<file path="src/rtl/eeprom_pkg.sv">
package eeprom_pkg;
  localparam logic [7:0] OP_WEN_SET = 8'h06;
  localparam logic [7:0] OP_WEN_CLR = 8'h04;
  localparam logic [7:0] OP_STAT_RD = 8'h05;
  localparam logic [7:0] OP_STAT_WR = 8'h01;
  localparam logic [7:0] OP_MEM_RD  = 8'h03;
  localparam logic [7:0] OP_MEM_WR  = 8'h02;

  typedef enum logic [2:0] {
    PH_OPC, PH_ADDR, PH_RDATA, PH_WDATA, PH_STAT, PH_WSTAT, PH_SKIP
  } phase_t;
endpackage

</file>
<file path="src/rtl/spi_front.sv">
module spi_front (
  input  logic       clk,
  input  logic       rst,
  input  logic       sclk,
  input  logic       mosi,
  input  logic       csn,
  input  logic [7:0] tx_next,
  output logic       sel,
  output logic       sel_end,
  output logic       aligned,
  output logic       byte_done,
  output logic [7:0] rx_byte,
  output logic       miso
);
  logic [2:0] sclk_p, csn_p;
  logic [1:0] mosi_p;
  logic [2:0] bit_cnt;
  logic [6:0] rx_sh;
  logic [7:0] tx_sh;
  logic       sclk_r, sclk_f;

  always_ff @(posedge clk) begin
    if (rst) begin
      sclk_p <= '0;
      csn_p  <= 3'b111;
      mosi_p <= '0;
    end else begin
      sclk_p <= {sclk_p[1:0], sclk};
      csn_p  <= {csn_p[1:0], csn};
      mosi_p <= {mosi_p[0], mosi};
    end
  end

  assign sclk_r  = sclk_p[1] & ~sclk_p[2];
  assign sclk_f  = ~sclk_p[1] & sclk_p[2];
  assign sel     = ~csn_p[1];
  assign sel_end = csn_p[1] & ~csn_p[2];
  assign aligned = (bit_cnt == 3'd0);

  always_ff @(posedge clk) begin
    if (rst) begin
      bit_cnt   <= '0;
      rx_sh     <= '0;
      rx_byte   <= '0;
      byte_done <= 1'b0;
      tx_sh     <= '0;
      miso      <= 1'b0;
    end else begin
      byte_done <= 1'b0;
      if (!sel) begin
        bit_cnt <= '0;
        miso    <= 1'b0;
      end else begin
        if (sclk_r) begin
          rx_sh   <= {rx_sh[5:0], mosi_p[1]};
          bit_cnt <= bit_cnt + 3'd1;
          if (bit_cnt == 3'd7) begin
            rx_byte   <= {rx_sh, mosi_p[1]};
            byte_done <= 1'b1;
          end
        end
        if (sclk_f) begin
          if (bit_cnt == 3'd0) begin
            miso  <= tx_next[7];
            tx_sh <= {tx_next[6:0], 1'b0};
          end else begin
            miso  <= tx_sh[7];
            tx_sh <= {tx_sh[6:0], 1'b0};
          end
        end
      end
    end
  end

  AST_BYTE_ON_BOUNDARY: assert property (@(posedge clk) disable iff (rst)
    byte_done |-> aligned);
endmodule

</file>
<file path="src/rtl/eeprom_array.sv">
module eeprom_array #(
  parameter int DEPTH = 512,
  parameter int AW    = 9
) (
  input  logic          clk,
  input  logic          we,
  input  logic [AW-1:0] waddr,
  input  logic [7:0]    wdata,
  input  logic [AW-1:0] raddr,
  output logic [7:0]    rdata
);
  logic [7:0] mem [DEPTH];

  always_ff @(posedge clk) begin
    if (we) mem[waddr] <= wdata;
    rdata <= mem[raddr];
  end
endmodule

</file>
<file path="src/rtl/spi_eeprom_target.sv">
module spi_eeprom_target
  import eeprom_pkg::*;
#(
  parameter int ADDR_BYTES   = 1,
  parameter int OPC_ADDR_BIT = 1,
  parameter int MEM_BYTES    = 512,
  parameter int PAGE_BYTES   = 16,
  parameter int PROG_CYCLES  = 4000
) (
  input  logic clk,
  input  logic rst,
  input  logic spi_sclk,
  input  logic spi_mosi,
  input  logic spi_csn,
  output logic spi_miso
);
  localparam int MW     = $clog2(MEM_BYTES);
  localparam int PW     = $clog2(PAGE_BYTES);
  localparam int A8     = ADDR_BYTES * 8;
  localparam int PROG_N = (PROG_CYCLES < PAGE_BYTES) ? PAGE_BYTES : PROG_CYCLES;
  localparam int CNTW   = $clog2(PROG_N + 1);

  logic          sel, fe_end, fe_aligned, fe_byte;
  logic [7:0]    rx, tx_next, mem_q, status;
  phase_t        ph;
  logic [7:0]    opc;
  logic [1:0]    acnt;
  logic [A8-1:0] a_sh, a_nx;
  logic [A8:0]   fa;
  logic [MW-1:0] ptr;
  logic [PW-1:0] woff, cidx;
  logic [MW-PW-1:0] cpage;
  logic [7:0]    pbuf [PAGE_BYTES];
  logic [PAGE_BYTES-1:0] pmask;
  logic          wgot, wel, wpen, cact, busy, mem_we;
  logic [1:0]    bp;
  logic [CNTW-1:0] bcnt;

  function automatic logic op_is(input logic [7:0] v, input logic [7:0] base);
    return (v == base) || ((OPC_ADDR_BIT != 0) && (v == (base | 8'h08)));
  endfunction

  spi_front u_front (
    .clk(clk), .rst(rst), .sclk(spi_sclk), .mosi(spi_mosi), .csn(spi_csn),
    .tx_next(tx_next), .sel(sel), .sel_end(fe_end), .aligned(fe_aligned),
    .byte_done(fe_byte), .rx_byte(rx), .miso(spi_miso)
  );

  assign busy   = (bcnt != '0);
  assign status = {wpen, 3'b000, bp, wel, busy};
  assign a_nx   = (a_sh << 8) | A8'(rx);
  assign fa     = {((OPC_ADDR_BIT != 0) & opc[3]), a_nx};

  always_comb begin
    case (ph)
      PH_STAT:  tx_next = status;
      PH_RDATA: tx_next = mem_q;
      default:  tx_next = 8'h00;
    endcase
  end

  always_ff @(posedge clk) begin
    if (rst) begin
      ph <= PH_OPC;  opc <= '0;  acnt <= '0;  a_sh <= '0;  ptr <= '0;
      woff <= '0;  pmask <= '0;  wgot <= 1'b0;  wel <= 1'b0;  bp <= '0;
      wpen <= 1'b0;  bcnt <= '0;  cact <= 1'b0;  cidx <= '0;  cpage <= '0;
    end else begin
      if (busy) begin
        bcnt <= bcnt - CNTW'(1);
        if (bcnt == CNTW'(1)) wel <= 1'b0;
      end
      if (cact) begin
        cidx <= cidx + PW'(1);
        if (cidx == PW'(PAGE_BYTES - 1)) cact <= 1'b0;
      end
      if (fe_end) begin
        ph <= PH_OPC;
        if (ph == PH_WDATA && fe_aligned && wgot) begin
          bcnt  <= CNTW'(PROG_N);
          cact  <= 1'b1;
          cidx  <= '0;
          cpage <= ptr[MW-1:PW];
        end
      end else if (fe_byte) begin
        case (ph)
          PH_OPC: begin
            opc  <= rx;
            acnt <= 2'(ADDR_BYTES);
            a_sh <= '0;
            if (busy)                      ph <= (rx == OP_STAT_RD) ? PH_STAT : PH_SKIP;
            else if (rx == OP_WEN_SET) begin wel <= 1'b1; ph <= PH_SKIP; end
            else if (rx == OP_WEN_CLR) begin wel <= 1'b0; ph <= PH_SKIP; end
            else if (rx == OP_STAT_RD)     ph <= PH_STAT;
            else if (rx == OP_STAT_WR)     ph <= wel ? PH_WSTAT : PH_SKIP;
            else if (op_is(rx, OP_MEM_RD)) ph <= PH_ADDR;
            else if (op_is(rx, OP_MEM_WR)) ph <= wel ? PH_ADDR : PH_SKIP;
            else                           ph <= PH_SKIP;
          end
          PH_ADDR: begin
            a_sh <= a_nx;
            acnt <= acnt - 2'd1;
            if (acnt == 2'd1) begin
              ptr   <= fa[MW-1:0];
              woff  <= fa[PW-1:0];
              pmask <= '0;
              wgot  <= 1'b0;
              ph    <= op_is(opc, OP_MEM_RD) ? PH_RDATA : PH_WDATA;
            end
          end
          PH_RDATA: ptr <= ptr + MW'(1);
          PH_WDATA: begin
            pmask[woff] <= 1'b1;
            woff        <= woff + PW'(1);
            wgot        <= 1'b1;
          end
          PH_WSTAT: begin
            wpen <= rx[7];
            bp   <= rx[3:2];
            wel  <= 1'b0;
            ph   <= PH_SKIP;
          end
          default: ;
        endcase
      end
    end
  end

  always_ff @(posedge clk) begin
    if (fe_byte && !fe_end && ph == PH_WDATA) pbuf[woff] <= rx;
  end

  assign mem_we = cact & pmask[cidx];

  eeprom_array #(.DEPTH(MEM_BYTES), .AW(MW)) u_array (
    .clk(clk), .we(mem_we), .waddr({cpage, cidx}), .wdata(pbuf[cidx]),
    .raddr(ptr), .rdata(mem_q)
  );

  AST_WEL_DROPS_WITH_BUSY: assert property (@(posedge clk) disable iff (rst)
    $fell(busy) |-> !wel);
  AST_COMMIT_ONLY_BUSY: assert property (@(posedge clk) disable iff (rst)
    mem_we |-> busy);
  AST_BUSY_STATUS_ONLY: assert property (@(posedge clk) disable iff (rst)
    busy |-> !(ph inside {PH_ADDR, PH_RDATA, PH_WDATA, PH_WSTAT}));
  AST_BUSY_NEEDS_WEL: assert property (@(posedge clk) disable iff (rst)
    $rose(busy) |-> wel);
endmodule

</file>
<file path="config.mk">
export PLATFORM = sky130hd
export DESIGN_NAME = spi_eeprom_target
export DESIGN_NICKNAME = d
export VERILOG_FILES = /design/src/rtl/eeprom_pkg.sv /design/src/rtl/spi_front.sv /design/src/rtl/eeprom_array.sv /design/src/rtl/spi_eeprom_target.sv
export SDC_FILE = /design/constraint.sdc
export NUM_CORES = 2
export LEC_CHECK = 0
export CORE_MARGIN = 5
export CORE_UTILIZATION = 40
export CTS_CLUSTER_DIAMETER = 120
export DETAILED_ROUTE_END_ITERATION = 12
export PLACE_DENSITY_LB_ADDON = 0.15
export SKIP_LAST_GASP = 1
export SLEW_MARGIN = 25
export SYNTH_ARGS = -nofsm -noshare
export SYNTH_HDL_FRONTEND = slang
export SYNTH_MEMORY_MAX_BITS = 65536
export SYNTH_SLANG_ARGS = --single-unit
</file>
<file path="constraint.sdc">
create_clock -name clk -period 15.7 [get_ports clk]
set_input_delay 1.57 -clock clk [delete_from_list [all_inputs] [get_ports clk]]
set_output_delay 1.57 -clock clk [all_outputs]
set_load 0.01 [all_outputs]
</file>
==> out/results.ini <==
[pwr]
sequentialPowerShare=0.544
comb_power_share=0.004
static-leakage-power_nw=56.6
p_per_area_nw_per_um2=121
power_switching_mw=4.55
internal-power_mw=18.5
ir_drop_uv=106
sw_frac_of_total=0.198
power.share.clock=0.453

[floorplan]
num_io_pins=6
total_number_of_placement_rows=238
initial_utilization=0.402
die_width_um=660
die_area_um2=436000
area_of_the_core_um2=420000
die_span_in_y_um=660

[sta]
slew_viol_final=0
final_hold_violating_endpoints=0
grt_setup_unrepaired=false
layout_min_cycle_time_ns=6.17
setup_tns_ns=0
skew_ns=0.0760
max_slew_margin=0.185
max_freq_mhz=162
whs_ns=0.420
max_slew.worst_pin.slew_ns=1.21
final.period_utilization=0.393
timing.final.setup_violations=0

[detailed_routing]
vias=84200
routed_wl_um=494000
initialDrtViolationCount=9973
detail_route.wl_per_cell_um=34.7
drt_drc_violations_left=0
drt_pass1_iterations=6
route.antenna.remaining_nets=0
drt-vias-per-instance=5.90

[synth]
synth_seq_area_share=0.764
postSynth.topFlopCell=sky130_fd_sc_hd__edfxtp_1
syn_area_per_cell_um2=21.0
number_of_enable_type_register_cells_in_the_synthesized_netlist=4224
synth_warnings=0
ys_seq_elements=4336
synth_cell_type_count=78
mappedNetlistArea_um2=169000
mappedNetlistNets=8072
ys_async_sr_fraction=0
count_of_mapped_cells_out_of_synthesis=8052

[clocking]
post_cts_buffers=0
cts_made_buffers=456
cts_root_buffer=sky130_fd_sc_hd__clkbuf_16
clk_path_buf_depth=4
insertion_delay_ns=1.00
clk_pin_slew_worst_paths_ns=0.06
post_cts.resized_instances=0
cts_hold_buffers=0
cts.htree.levels=5
cts_tree=yes
cts.sinks=4336

[final_layout]
post-route-util=0.452
fin_nets=8247
area_growth_pct=12.4
drive_above_1_share=0.235
finish.instance_area_um2=190000
layoutNonFillerInstCount=14300

[critical_path]
arrival_worst_endpoint_ns=7.00
start_kind=flop
worstSetupPathType=reg -> reg
cp_max_fo=69
setup.worst_path.end_class=flop
timing.critical_path.required_ns=16.53

[placed_design]
hpwl_detailed_um=294000
global_placer_s_final_weighted_congestion=0.833
io_buffer_count=5
place.detailed.instances=13400
postPlaceCellArea_um2=175000

[min_path]
worstHoldPathType=reg -> reg

[global_routing]
grt_antenna_before_repair=33
pin_count_of_the_biggest_net_entering_global_routing=220
vias_in_the_first_global_route=84300
global_route.overflow_total=0
groute.usage.overall=0.223
grt_pass1_wl_um=688000

[status]
run_status=complete, no violations

[run]
drv_cap=0

[cells in the final DEF, fill, tap and decap left out, drive strengths merged, types with 112 or more instances in the layout]
cell type and count:
mux4 1044, mux2i 377, buf 219, a21oi 142, nor2 673, clkbuf 574, nand2 206, edfxtp 4224
clkinv 205, dfxtp 112
[state kept, by name, summed over array words and instances, names as in the netlist, 4 cells and up, named ones only]
register and flops:
u_front.rx_sh 7, pmask 16, u_array.rdata 8, opc 8
woff 4, cpage 5, u_array.mem 4096, u_front.rx_byte 8
bcnt 12, cidx 4, pbuf 128, u_front.tx_sh 7
ptr 9
[synth_stat cells (10+ instances only)]
| master | count | share of area |
|---|---|---|
| sky130_fd_sc_hd__edfxtp_1 | 4224 | 0.75 |
| sky130_fd_sc_hd__mux4_2 | 1044 | 0.14 |
| sky130_fd_sc_hd__nor2_1 | 673 | 0.015 |
| sky130_fd_sc_hd__mux2i_1 | 377 | 0.022 |
| sky130_fd_sc_hd__nand2_1 | 206 | 0.0046 |
| sky130_fd_sc_hd__clkbuf_1 | 187 | 0.0042 |
| sky130_fd_sc_hd__buf_2 | 144 | 0.0043 |
| sky130_fd_sc_hd__a21oi_1 | 142 | 0.0042 |
| sky130_fd_sc_hd__dfxtp_1 | 112 | 0.013 |
| sky130_fd_sc_hd__buf_4 | 82 | 0.0036 |
| sky130_fd_sc_hd__o21ai_0 | 73 | 0.0022 |
| sky130_fd_sc_hd__a221oi_1 | 64 | 0.0033 |
| sky130_fd_sc_hd__o221ai_1 | 51 | 0.0026 |
| sky130_fd_sc_hd__o22ai_1 | 48 | 0.0018 |
| sky130_fd_sc_hd__a22oi_1 | 47 | 0.0021 |
| sky130_fd_sc_hd__buf_6 | 41 | 0.0027 |
| sky130_fd_sc_hd__nor3_1 | 39 | 0.0012 |
| sky130_fd_sc_hd__mux2_2 | 38 | 0.0025 |
| sky130_fd_sc_hd__nand3_1 | 36 | 0.0011 |
| sky130_fd_sc_hd__buf_1 | 34 | 0.00076 |
| sky130_fd_sc_hd__nor2b_1 | 32 | 0.0012 |
| sky130_fd_sc_hd__a211oi_1 | 29 | 0.0013 |
| sky130_fd_sc_hd__o211ai_1 | 23 | 0.0010 |
| sky130_fd_sc_hd__nand2b_1 | 17 | 0.00063 |
| sky130_fd_sc_hd__o21a_1 | 17 | 0.00076 |
| sky130_fd_sc_hd__inv_1 | 16 | 0.00036 |
| sky130_fd_sc_hd__a31oi_1 | 15 | 0.00056 |
| sky130_fd_sc_hd__and3_1 | 15 | 0.00056 |
| sky130_fd_sc_hd__buf_8 | 15 | 0.0013 |
| sky130_fd_sc_hd__ha_1 | 15 | 0.0011 |
| sky130_fd_sc_hd__a2111oi_0 | 14 | 0.00073 |
| sky130_fd_sc_hd__a311oi_1 | 14 | 0.00073 |
| sky130_fd_sc_hd__a221o_1 | 10 | 0.00059 |
| sky130_fd_sc_hd__nor4_1 | 10 | 0.00037 |
[area by class of cell]
type / instances / area (um^2)
inverters: 18 / 85.1
multi-input cells: 3191 / 37300
fillers: 35500 / 230000
clock inverters: 262 / 2310
diodes: 11 / 27.5
well taps: 5640 / 7060
clock buffers: 573 / 12000
repair buffers: 224 / 2040
flip-flops and latches: 4336 / 129000
[power groups by stage]
stage	combinational (mW)	sequential, mW	clock (mW)
detailed placement	0.0842	12.8	0
global placement	0.0782	12.8	0
finish	0.0845	12.5	10.4
CTS	0.0852	12.5	10.6
global route	0.0946	12.5	11.1
floorplan	0.0632	12.8	0
[through the flow]
stage	setup WS, ns	power (mW)
final	9.53	23.0
after detailed placement	9.29	12.8
after CTS	9.29	23.2
after global routing	9.10	23.7
after global placement	8.69	12.8
after floorplan	9.74	12.8
[logic make-up after synthesis]
family | after synthesis | synth area share
flops | 4336 | 0.764
compound gates | 616 | 0.0255
simple gates | 1089 | 0.0271
mux | 1459 | 0.164
fa+ha+maj | 15 | 0.00111
buf+inv | 525 | 0.0177
xor+xnor | 12 | 0.000622
[final timing paths]
kind                                from  cells past startpoint  slack (ns)                     endpoint
max                  ptr[0]$_SDFFE_PP0P_                     12        9.53     u_array.rdata[1]$_DFF_P_
min          u_front.csn_p[0]$_SDFF_PP1_                      1        0.42  u_front.csn_p[1]$_SDFF_PP1_
max reg2reg          ptr[0]$_SDFFE_PP0P_                     12        9.53     u_array.rdata[1]$_DFF_P_
min reg2reg  u_front.csn_p[0]$_SDFF_PP1_                      1        0.42  u_front.csn_p[1]$_SDFF_PP1_
[critical path, stage by stage, from the launching register on]
cell                      delay [ns]
sky130_fd_sc_hd__dfxtp_4        0.58
sky130_fd_sc_hd__buf_4          0.61
sky130_fd_sc_hd__buf_12         0.41
sky130_fd_sc_hd__buf_4          0.60
sky130_fd_sc_hd__buf_12         0.50
sky130_fd_sc_hd__buf_4          0.72
sky130_fd_sc_hd__mux4_2         0.60
sky130_fd_sc_hd__mux2i_1        0.30
sky130_fd_sc_hd__mux4_2         0.32
sky130_fd_sc_hd__nor2_1         0.06
sky130_fd_sc_hd__a31oi_1        0.15
sky130_fd_sc_hd__nor3b_1        0.69
sky130_fd_sc_hd__a32oi_1        0.17
[layer usage]
| metal | routed length (um) | track usage | part of all wire | vias up |
|---|---|---|---|---|
| li1 | - | - | - | 33900 |
| met1 | 206000 | 0.318 | 0.42 | 46000 |
| met2 | 232000 | 0.349 | 0.47 | 3561 |
| met3 | 39000 | 0.0417 | 0.079 | 769 |
| met4 | 17400 | 0.0695 | 0.035 | 12 |
| met5 | 70 | 0 | 0.00014 | - |
No activity file was read; power rests on OpenSTA's default activity.
